==> src/rtl/mbox_resp_pkg.sv <==
`timescale 1ns/1ps
package mbox_resp_pkg;
  localparam logic [10:0] CODE_NOOP  = 11'h000;
  localparam logic [10:0] CODE_IDW   = 11'h010;
  localparam logic [10:0] CODE_CHIP  = 11'h012;
  localparam logic [10:0] CODE_USER  = 11'h013;
  localparam logic [10:0] CODE_VOLT  = 11'h018;

  localparam logic [10:0] ERR_OK      = 11'h000;
  localparam logic [10:0] ERR_UNKNOWN = 11'h003;
  localparam logic [10:0] ERR_BADLEN  = 11'h004;
  localparam logic [10:0] ERR_BADMASK = 11'h009;

  typedef struct packed {
    logic [3:0]  rsvd_hi;
    logic [3:0]  id;
    logic        rsvd_a;
    logic [10:0] len;
    logic        rsvd_b;
    logic [10:0] code;
  } mbox_hdr_t;
endpackage

==> src/rtl/mbox_cmd_rx.sv <==
`timescale 1ns/1ps
module mbox_cmd_rx
  import mbox_resp_pkg::*;
(
  input  logic        clk_i,
  input  logic        rst_ni,
  input  logic        cmd_valid_i,
  output logic        cmd_ready_o,
  input  logic [31:0] cmd_data_i,
  input  logic        cmd_sop_i,
  input  logic        cmd_eop_i,
  input  logic        tx_busy_i,
  input  logic        take_i,
  output logic        pend_o,
  output mbox_hdr_t   hdr_o,
  output logic [31:0] arg_o
);
  logic      pend_q, arg_seen_q;
  mbox_hdr_t hdr_q;
  logic [31:0] arg_q;
  logic      hs;

  assign cmd_ready_o = !pend_q && !tx_busy_i;
  assign hs          = cmd_valid_i && cmd_ready_o;

  always_ff @(posedge clk_i or negedge rst_ni) begin
    if (!rst_ni) begin
      pend_q     <= 1'b0;
      arg_seen_q <= 1'b0;
      hdr_q      <= '0;
      arg_q      <= '0;
    end else begin
      if (take_i) pend_q <= 1'b0;
      if (hs) begin
        if (cmd_sop_i) begin
          hdr_q      <= mbox_hdr_t'(cmd_data_i);
          arg_q      <= '0;
          arg_seen_q <= 1'b0;
        end else if (!arg_seen_q) begin
          arg_q      <= cmd_data_i;
          arg_seen_q <= 1'b1;
        end
        if (cmd_eop_i) pend_q <= 1'b1;
      end
    end
  end

  assign pend_o = pend_q;
  assign hdr_o  = hdr_q;
  assign arg_o  = arg_q;


  eop_blocks_cmd_chk: assert property (@(posedge clk_i) disable iff (!rst_ni)
    hs && cmd_eop_i |=> !cmd_ready_o);
endmodule

==> src/rtl/mbox_decode.sv <==
`timescale 1ns/1ps
module mbox_decode
  import mbox_resp_pkg::*;
#(
  parameter int NUM_CH = 4
) (
  input  mbox_hdr_t         hdr_i,
  input  logic [31:0]       arg_i,
  output logic [10:0]       err_o,
  output logic [10:0]       len_o,
  output logic [NUM_CH-1:0] mask_o
);
  localparam logic [31:0] LO_MASK = (32'd1 << NUM_CH) - 32'd1;

  logic        known;
  logic [10:0] exp_len, ok_len, pop;
  logic        mask_ok;

  always_comb begin
    pop = '0;
    for (int i = 0; i < NUM_CH; i++) pop = pop + 11'(arg_i[i]);
  end

  assign mask_ok = (arg_i[NUM_CH-1:0] != '0) && ((arg_i & ~LO_MASK) == '0);

  always_comb begin
    known   = 1'b1;
    exp_len = '0;
    ok_len  = '0;
    unique case (hdr_i.code)
      CODE_NOOP: ok_len = 11'd0;
      CODE_IDW:  ok_len = 11'd1;
      CODE_USER: ok_len = 11'd1;
      CODE_CHIP: ok_len = 11'd2;
      CODE_VOLT: begin exp_len = 11'd1; ok_len = pop; end
      default:   known = 1'b0;
    endcase
    if (!known) begin
      err_o = ERR_UNKNOWN; len_o = '0;
    end else if (hdr_i.len != exp_len) begin
      err_o = ERR_BADLEN;  len_o = '0;
    end else if (hdr_i.code == CODE_VOLT && !mask_ok) begin
      err_o = ERR_BADMASK; len_o = '0;
    end else begin
      err_o = ERR_OK;      len_o = ok_len;
    end
  end

  assign mask_o = arg_i[NUM_CH-1:0];
endmodule

==> src/rtl/mbox_rsp_tx.sv <==
`timescale 1ns/1ps
module mbox_rsp_tx
  import mbox_resp_pkg::*;
#(
  parameter int NUM_CH = 4
) (
  input  logic               clk_i,
  input  logic               rst_ni,
  input  logic               start_i,
  input  logic [3:0]         id_i,
  input  logic [10:0]        code_i,
  input  logic [10:0]        err_i,
  input  logic [10:0]        len_i,
  input  logic [NUM_CH-1:0]  mask_i,
  input  logic [31:0]        id_word_i,
  input  logic [31:0]        user_word_i,
  input  logic [63:0]        chip_id_i,
  input  logic [32*NUM_CH-1:0] volt_i,
  output logic               busy_o,
  output logic               rsp_valid_o,
  input  logic               rsp_ready_i,
  output logic [31:0]        rsp_data_o,
  output logic               rsp_sop_o,
  output logic               rsp_eop_o
);
  localparam int SW = (NUM_CH > 1) ? $clog2(NUM_CH) : 1;

  logic              active_q, hdr_ph_q, hi_q;
  logic [3:0]        id_q;
  logic [10:0]       code_q, err_q, len_q, cnt_q;
  logic [NUM_CH-1:0] mask_q;
  logic [SW-1:0]     sel;
  logic              hs;
  mbox_hdr_t         hdr;
  logic [31:0]       dword;

  always_comb begin
    sel = '0;
    for (int i = NUM_CH - 1; i >= 0; i--)
      if (mask_q[i]) sel = SW'(i);
  end

  assign hs = active_q && rsp_ready_i;

  always_ff @(posedge clk_i or negedge rst_ni) begin
    if (!rst_ni) begin
      active_q <= 1'b0; hdr_ph_q <= 1'b0; hi_q <= 1'b0;
      id_q <= '0; code_q <= '0; err_q <= '0; len_q <= '0; cnt_q <= '0;
      mask_q <= '0;
    end else if (start_i) begin
      active_q <= 1'b1; hdr_ph_q <= 1'b1; hi_q <= 1'b0;
      id_q <= id_i; code_q <= code_i; err_q <= err_i;
      len_q <= len_i; cnt_q <= len_i; mask_q <= mask_i;
    end else if (hs) begin
      if (hdr_ph_q) begin
        hdr_ph_q <= 1'b0;
        if (len_q == '0) active_q <= 1'b0;
      end else begin
        cnt_q       <= cnt_q - 11'd1;
        hi_q        <= 1'b1;
        mask_q[sel] <= 1'b0;
        if (cnt_q == 11'd1) active_q <= 1'b0;
      end
    end
  end

  always_comb begin
    hdr = '0;
    hdr.id   = id_q;
    hdr.len  = len_q;
    hdr.code = err_q;
    unique case (code_q)
      CODE_IDW:  dword = id_word_i;
      CODE_USER: dword = user_word_i;
      CODE_CHIP: dword = hi_q ? chip_id_i[63:32] : chip_id_i[31:0];
      CODE_VOLT: dword = volt_i[32*sel +: 32];
      default:   dword = '0;
    endcase
  end

  assign busy_o      = active_q;
  assign rsp_valid_o = active_q;
  assign rsp_data_o  = hdr_ph_q ? hdr : dword;
  assign rsp_sop_o   = active_q && hdr_ph_q;
  assign rsp_eop_o   = active_q && (hdr_ph_q ? (len_q == '0) : (cnt_q == 11'd1));


  stable_under_stall_chk: assert property (@(posedge clk_i) disable iff (!rst_ni)
    rsp_valid_o && !rsp_ready_i |=> rsp_valid_o && $stable(rsp_data_o)
      && $stable(rsp_sop_o) && $stable(rsp_eop_o));

  single_sop_chk: assert property (@(posedge clk_i) disable iff (!rst_ni)
    rsp_valid_o && rsp_sop_o && rsp_ready_i && !rsp_eop_o |=> rsp_valid_o && !rsp_sop_o);

  err_no_args_chk: assert property (@(posedge clk_i) disable iff (!rst_ni)
    rsp_valid_o && rsp_sop_o && rsp_data_o[10:0] != '0 |-> rsp_data_o[22:12] == '0 && rsp_eop_o);

  volt_count_chk: assert property (@(posedge clk_i) disable iff (!rst_ni)
    rsp_valid_o && rsp_sop_o && code_q == CODE_VOLT && rsp_data_o[10:0] == '0
      |-> rsp_data_o[22:12] == 11'($countones(mask_q)));
endmodule

==> src/rtl/mbox_responder.sv <==
`timescale 1ns/1ps
module mbox_responder
  import mbox_resp_pkg::*;
#(
  parameter int NUM_CH = 4
) (
  input  logic                 clk_i,
  input  logic                 rst_ni,
  input  logic                 cmd_valid_i,
  output logic                 cmd_ready_o,
  input  logic [31:0]          cmd_data_i,
  input  logic                 cmd_sop_i,
  input  logic                 cmd_eop_i,
  output logic                 rsp_valid_o,
  input  logic                 rsp_ready_i,
  output logic [31:0]          rsp_data_o,
  output logic                 rsp_sop_o,
  output logic                 rsp_eop_o,
  input  logic [31:0]          id_word_i,
  input  logic [31:0]          user_word_i,
  input  logic [63:0]          chip_id_i,
  input  logic [32*NUM_CH-1:0] volt_i
);
  mbox_hdr_t         hdr;
  logic [31:0]       arg;
  logic              pend, busy, take;
  logic [10:0]       err, len;
  logic [NUM_CH-1:0] mask;

  assign take = pend && !busy;

  mbox_cmd_rx u_rx (
    .clk_i, .rst_ni, .cmd_valid_i, .cmd_ready_o, .cmd_data_i, .cmd_sop_i, .cmd_eop_i,
    .tx_busy_i(busy), .take_i(take), .pend_o(pend), .hdr_o(hdr), .arg_o(arg)
  );

  mbox_decode #(.NUM_CH(NUM_CH)) u_dec (
    .hdr_i(hdr), .arg_i(arg), .err_o(err), .len_o(len), .mask_o(mask)
  );

  mbox_rsp_tx #(.NUM_CH(NUM_CH)) u_tx (
    .clk_i, .rst_ni, .start_i(take), .id_i(hdr.id), .code_i(hdr.code),
    .err_i(err), .len_i(len), .mask_i(mask),
    .id_word_i, .user_word_i, .chip_id_i, .volt_i,
    .busy_o(busy), .rsp_valid_o, .rsp_ready_i, .rsp_data_o, .rsp_sop_o, .rsp_eop_o
  );


  busy_blocks_cmd_chk: assert property (@(posedge clk_i) disable iff (!rst_ni)
    rsp_valid_o |-> !cmd_ready_o);
endmodule

==> config.mk <==
export PLATFORM = sky130hd
export DESIGN_NAME = mbox_responder
export DESIGN_NICKNAME = d
export VERILOG_FILES = /design/src/rtl/mbox_resp_pkg.sv /design/src/rtl/mbox_cmd_rx.sv /design/src/rtl/mbox_decode.sv /design/src/rtl/mbox_rsp_tx.sv /design/src/rtl/mbox_responder.sv
export SDC_FILE = /design/constraint.sdc
export NUM_CORES = 1
export LEC_CHECK = 0
export BUFFER_PORTS_ARGS = -buffer_cell sky130_fd_sc_hd__buf_4
export CAP_MARGIN = 20
export CORE_MARGIN = 10
export CORE_UTILIZATION = 30
export DETAILED_ROUTE_END_ITERATION = 8
export HOLD_SLACK_MARGIN = 0.15
export PLACE_DENSITY = 0.56
export SYNTH_ARGS = -nofsm -noshare
export SYNTH_HDL_FRONTEND = slang
export SYNTH_SLANG_ARGS = --single-unit
==> constraint.sdc <==
create_clock -name clk_i -period 2.52 [get_ports clk_i]
set_clock_uncertainty 0.15 [all_clocks]
set_input_delay 0.504 -clock clk_i [delete_from_list [all_inputs] [get_ports clk_i]]
set_output_delay 0.504 -clock clk_i [all_outputs]
set_load 0.01 [all_outputs]
==> After elaboration in Yosys (flattened, before gate mapping) <==
Cells that the tools add are included.
{ "word_totals": {"out_inout_bits": 36, "reg_bits": 115} }
{ "classes": {"shift": 1, "muxes": 41, "bitwise_logic": 2, "eq_ne": 13, "addsub": 4, "n_reduce_logical": 24, "n_lt_le_gt_ge": 2} }
{ "op_table": {"columns": ["operator", "n"], "rows": [
  ["$mux W32", 4],
  ["$pmux W32 S4", 1],
  ["$shiftx A128 B8 Y32", 1],
  ["$eq A11 B5 Y1 const B", 8],
  ["$mux W11", 8],
  ["$pmux W11 S3", 1],
  ["$logic_not A32 Y1", 1],
  ["$add A11 B1 Y11", 2],
  ["$logic_not A11 Y1", 2],
  ["$mux W1", 18],
  ["$mux W4", 4],
  ["$eq A11 B1 Y1 const B", 1],
  ["$ne A11 B1 Y1", 1],
  ["$sub A11 B1 Y11 const B", 1],
  ["$logic_and A1 B1 Y1", 9],
  ["$mux W2", 4],
  ["$reduce_and A2 Y1", 3],
  ["$reduce_or A5 Y1", 1],
  ["$and A4 B4 Y4", 1],
  ["$ne A2 B2 Y1 const B", 2],
  ["$not A4 Y4", 1],
  ["$reduce_bool A4 Y1", 1],
  ["$logic_not A1 Y1", 3],
  ["$lt A2 B3 Y1 const B", 1],
  ["8 further kinds", 8]
]} }

==> Longest topological paths before layout <==
{ "logic_depth": {"depth_word": 13, "mapped_depth": 10, "mapped_depth_nobuf": 10} }

==> Hierarchy <==
Synthesis repeated with hierarchy kept, for this count alone.
{ "hier_totals": {"cells_unflattened": 804, "hier_area_um2": 8025.2} }
{ "modules_own_cells": {"columns": ["module", "instances", "area_each_um2", "cells_each"], "rows": [
  ["mbox_rsp_tx", 1, 4750.8, 550],
  ["mbox_cmd_rx", 1, 2702.6, 180],
  ["mbox_decode", 1, 558.0, 73],
  ["mbox_responder", 1, 13.8, 1]
]} }

==> Least setup slack after synthesis <==
No wires, ideal clock.
{ "synth_timing": {"kind": "register to output", "from": "register u_tx.code_q[6]", "to": "output port rsp_data_o[11]", "setup_slack_ns": -0.048, "t_arrival_ns": 1.914, "stages_incl_launch_ff": 7, "path_buffers": 2, "required_time_ns": 1.866, "path_cell_list": "dfrtp_1 -> or4_4 -> nor4_4 -> buf_6 -> buf_12 -> a22oi_1 -> a31oi_1"} }
{ "synth_between": {"elab_chain_len": 3} }
{ "synth_lines": {"columns": ["element", "line_no", "rtl"], "rows": [
  ["start: declaration", "mbox_rsp_tx.sv:30", "logic [10:0] code_q, err_q, len_q, cnt_q;"],
  ["start signal: assignment", "mbox_rsp_tx.sv:52", "id_q <= id_i; code_q <= code_i; err_q <= err_i;"],
  ["$eq A11 B5 Y1", "mbox_rsp_tx.sv:72", "unique case (code_q)"],
  ["$pmux W32 S4 *", "mbox_rsp_tx.sv:72", null],
  ["$mux W32 *", "mbox_rsp_tx.sv:83", "assign rsp_data_o = hdr_ph_q ? hdr : dword;"],
  ["end: declaration", "mbox_responder.sv:16", "output logic [31:0] rsp_data_o,"]
]} }
Mark *: on every way between the ends. The rest lies on a longest branch, timed or not.

==> Final worst setup path <==
{ "layout_timing": {"from": "register u_tx.code_q[9]", "to": "output port rsp_data_o[24]"} }
Same word-level chain as after synthesis.

==> results by group <==
Synthesis
  – #FFs+latches synth: 100
  – Syn Std Cell Area: between 6000 and 7000 um2
  – Syn nets: between 900 and 1,000
  – Unique masters post-synth: 57
  – YS warnings: 0
  – Ys flop type: dfrtp_1
  – Post-synthesis cell count: around 650
  – Syn Area/Cell: 9.70 um2
  – Post-Synth XOR/XNOR Area: less than 1%
  – EDFF count, synth: 0
  – Async set or reset register ratio after synthesis: 100%
  – Synth Area in Compound Gates: roughly 28%
  – Synth top area share: around two fifths
  – Main combinational cell family by area after synthesis: compound AO/OA/AOI/OAI gates
  – Post-synthesis adder-cell area fraction: under 10%
  – Post-synthesis mux area share: 10.4%
  – Synth top cells by count: dfrtp_1, nand2_1, mux2_2, a22o_1, clkbuf_1
  – Area leader, netlist: dfrtp_1
  – Top post-synthesis cells by area: dfrtp_1, mux2_2, a22o_1, a221o_1, nand2_1
  – Count leader, synth: dfrtp_1
  – Register area share after synthesis: 39.4%
  – Simple-gate share of the synthesized area: about 16%

Clock network
  – CTS tree: yes
  – Max Root-Sink Buffers: 2
  – H-tree depth: 3
  – Clock Tree Root: clkbuf_16
  – CTS sink cnt: 100
  – Worst-Skew Late Latency: 340 ps
  – Clk slew on worst S/H paths: around 60 ps
  – CTS Buf Count: 9

Floorplanning
  – Chip Height: 165 um
  – Die area: approximately 27,000 um2
  – Placement Rows: between 50 and 60
  – Initial core utilization: a little under a third
  – Core Area: approximately 21,000 um2
  – # IOs: 330
  – Chip Width: ~170 um

STA
  – Final Max Tran Viols: 0
  – RSZ-0062 raised after global routing: yes
  – Final period util: 122%
  – Setup WS post-layout: -542 ps
  – Fmax: around 0.33 GHz
  – Tmin final: between 3000 and 4000 ps
  – Final hold vios: 0
  – Actual slew at the worst max-slew pin: around 560 ps
  – Final setup viols: 33
  – Slew margin rel.: 62.9%

GRT
  – Vias in the first global route: roughly 7,000
  – Total GRT Usage: between 20% and 30%
  – Pin count of the biggest net entering global routing: 45
  – Initial antenna violation count: 5
  – Global-route wire length before repair: between 40,000 and 50,000 um
  – GRT Residual Overflow: 0

Power
  – Power per cell area: ~880 nW/um2
  – Worst ir drop on vdd: between 0.4 and 0.5 mV
  – Pwr Total: about 9.0 mW
  – Lkg Pwr: about 4.6 nW

Layout
  – Design area: 10,200 um2
  – Layout net count: about 1,300
  – Layout cells sized above 1: around 53%
  – Area Growth Syn to Fin: 61.4%

Outcome
  – Status: complete, but fails checks
  – Violated checks: setup timing

Critical path
  – Type of origin of the critical path: register
  – Arr. time, crit path: roughly 2400 ps
  – Worst-path maximum fanout: 8
  – CP endpoint kind: output pin
  – WS Path Type: register to output pin
  – Crit path required time: 1870 ps

Placed design
  – Pre-CTS setup slack: -189 ps
  – Port bufs: between 300 and 400
  – RD Place Congestion: 0.901
  – Hpwl dp: ~24,000 um
  – Placed Instance Area: ~9600 um2

Routing
  – DR vias/cell: ~5.4
  – Via count of the routed design: slightly below 7,000
  – Initial DRC Count: roughly 380
  – WL final: slightly above 30,000 um
  – Detail Route Antenna Nets: 0
  – WL per Instance: about 23 um
  – DRT Pass-1 Iters: 5
  – DRC: 0

Min path
  – Worst hold path type: input pin to register

Job
  – MaxCap Viol Count: 0
==> power by group <==
part	switching (mW)	total [mW]	internal (mW)
combinational	2.32	4.76	2.44
clock	0.560	1.32	0.756
sequential	0.575	2.89	2.31
==> stage by stage <==
step	setup TNS [ps]	hold slack [ps]	util, %	std cells
2_1_floorplan	-19.0	58.4	-	654
3_3_place_gp	-2710	313	45.8	1254
3_5_place_dp	-3520	330	45.8	1254
4_1_cts	-16320	215	48.3	1278
5_1_grt	-18880	219	49.0	1290
6_report	-15540	225	49.0	1290
==> final timing paths <==
kind	startpoint	end	slack (ps)	cells after the start
max	u_tx.code_q[9]	rsp_data_o[24]	-540	8
max reg2reg	u_rx.arg_o[0]	u_tx.cnt_q[0]	220	9
max in group asynchronous	rst_ni	u_tx.cnt_q[0]	1030	3
min in group asynchronous	rst_ni	u_rx.hdr_o[15]	540	2
min reg2reg	u_rx.hdr_o[24]	u_tx.id_q[0]	330	2
min	cmd_data_i[31]	u_rx.arg_o[31]	230	2
==> sequential cells by signal (all words and copies together), names as in the netlist <==
signal           count
u_tx.id_q            4
u_tx.cnt_q          11
u_tx.hdr_ph_q        1
u_tx.err_q           4
u_rx.hdr_o          26
u_rx.arg_o          32
u_rx.arg_seen_q      1
u_tx.hi_q            1
u_tx.mask_q          4
u_tx.busy_o          1
u_rx.pend_o          1
u_tx.len_q           3
u_tx.code_q         11
==> kinds of logic after synthesis <==
| group | after synthesis |
|---|---|
| AO/OA/AOI/OAI | 224 |
| XOR/XNOR | 2 |
| adder cells (fa/ha/maj) | 6 |
| buffers and inverters | 76 |
| flip-flops | 100 |
| multiplexers | 59 |
| AND/OR/NAND/NOR | 187 |
==> layout make-up <==
class                   count  area, um2
inverters                  18       67.6
clock inverters             3       40.0
fillers                  1997      10600
repair buffers            400       3240
diodes                      5       12.5
well taps                 275        344
multi-input cells         478       3800
flip-flops and latches    100       2500
clock buffers              11        233
==> metal layers <==
| metal | up-vias | wire, um | global-route usage (%) |
|---|---|---|---|
| li1 | 3252 | - | - |
| met3 | 39 | 2290 | 5.23 |
| met5 | - | 0 | 0 |
| met4 | 0 | 817 | 8.10 |
| met2 | 251 | 14800 | 34.5 |
| met1 | 3379 | 12300 | 24.7 |
==> worst max-delay path: stages, from the launching register on <==
cell and delay, ps:
dfrtp_1 400, or4_4 580, nor4_4 280, buf_6 180, buf_12 130, a221o_1 150, a221oi_2 40, a21oi_2 140
buf_4 160
==> layout by cell type, fill, tap and decap left out, types with 3 or more instances in the layout <==
master,n
a21oi_1,21
a21oi_2,11
a221o_1,38
a221oi_1,8
a221oi_2,5
a22o_1,55
a22oi_1,17
a22oi_2,13
a31oi_2,12
and2_1,3
buf_12,13
buf_4,375
buf_6,9
clkbuf_16,10
dfrtp_1,99
diode_2,5
ha_1,5
inv_1,18
mux2_2,56
mux2i_1,3
nand2_1,85
nand2_2,3
nand3_1,13
nand3b_1,12
nand4_1,6
nor2_1,12
nor3_1,7
nor4_1,12
nor4b_4,4
o211ai_1,3
o21ai_0,18
o311ai_0,4
o41ai_1,3
==> what timing repair did <==
action / CTS / global route
setup buffers: 6 / 8
endpoints found under the hold margin: 42 / 0
pin swaps: 6 / 19
hold buffers: 1 / 0
setup endpoints to repair: 33 / 33
gates resized for setup: 20 / 25
gates cloned: 3 / 1
Note: power is estimated with default switching activity, not from simulation.
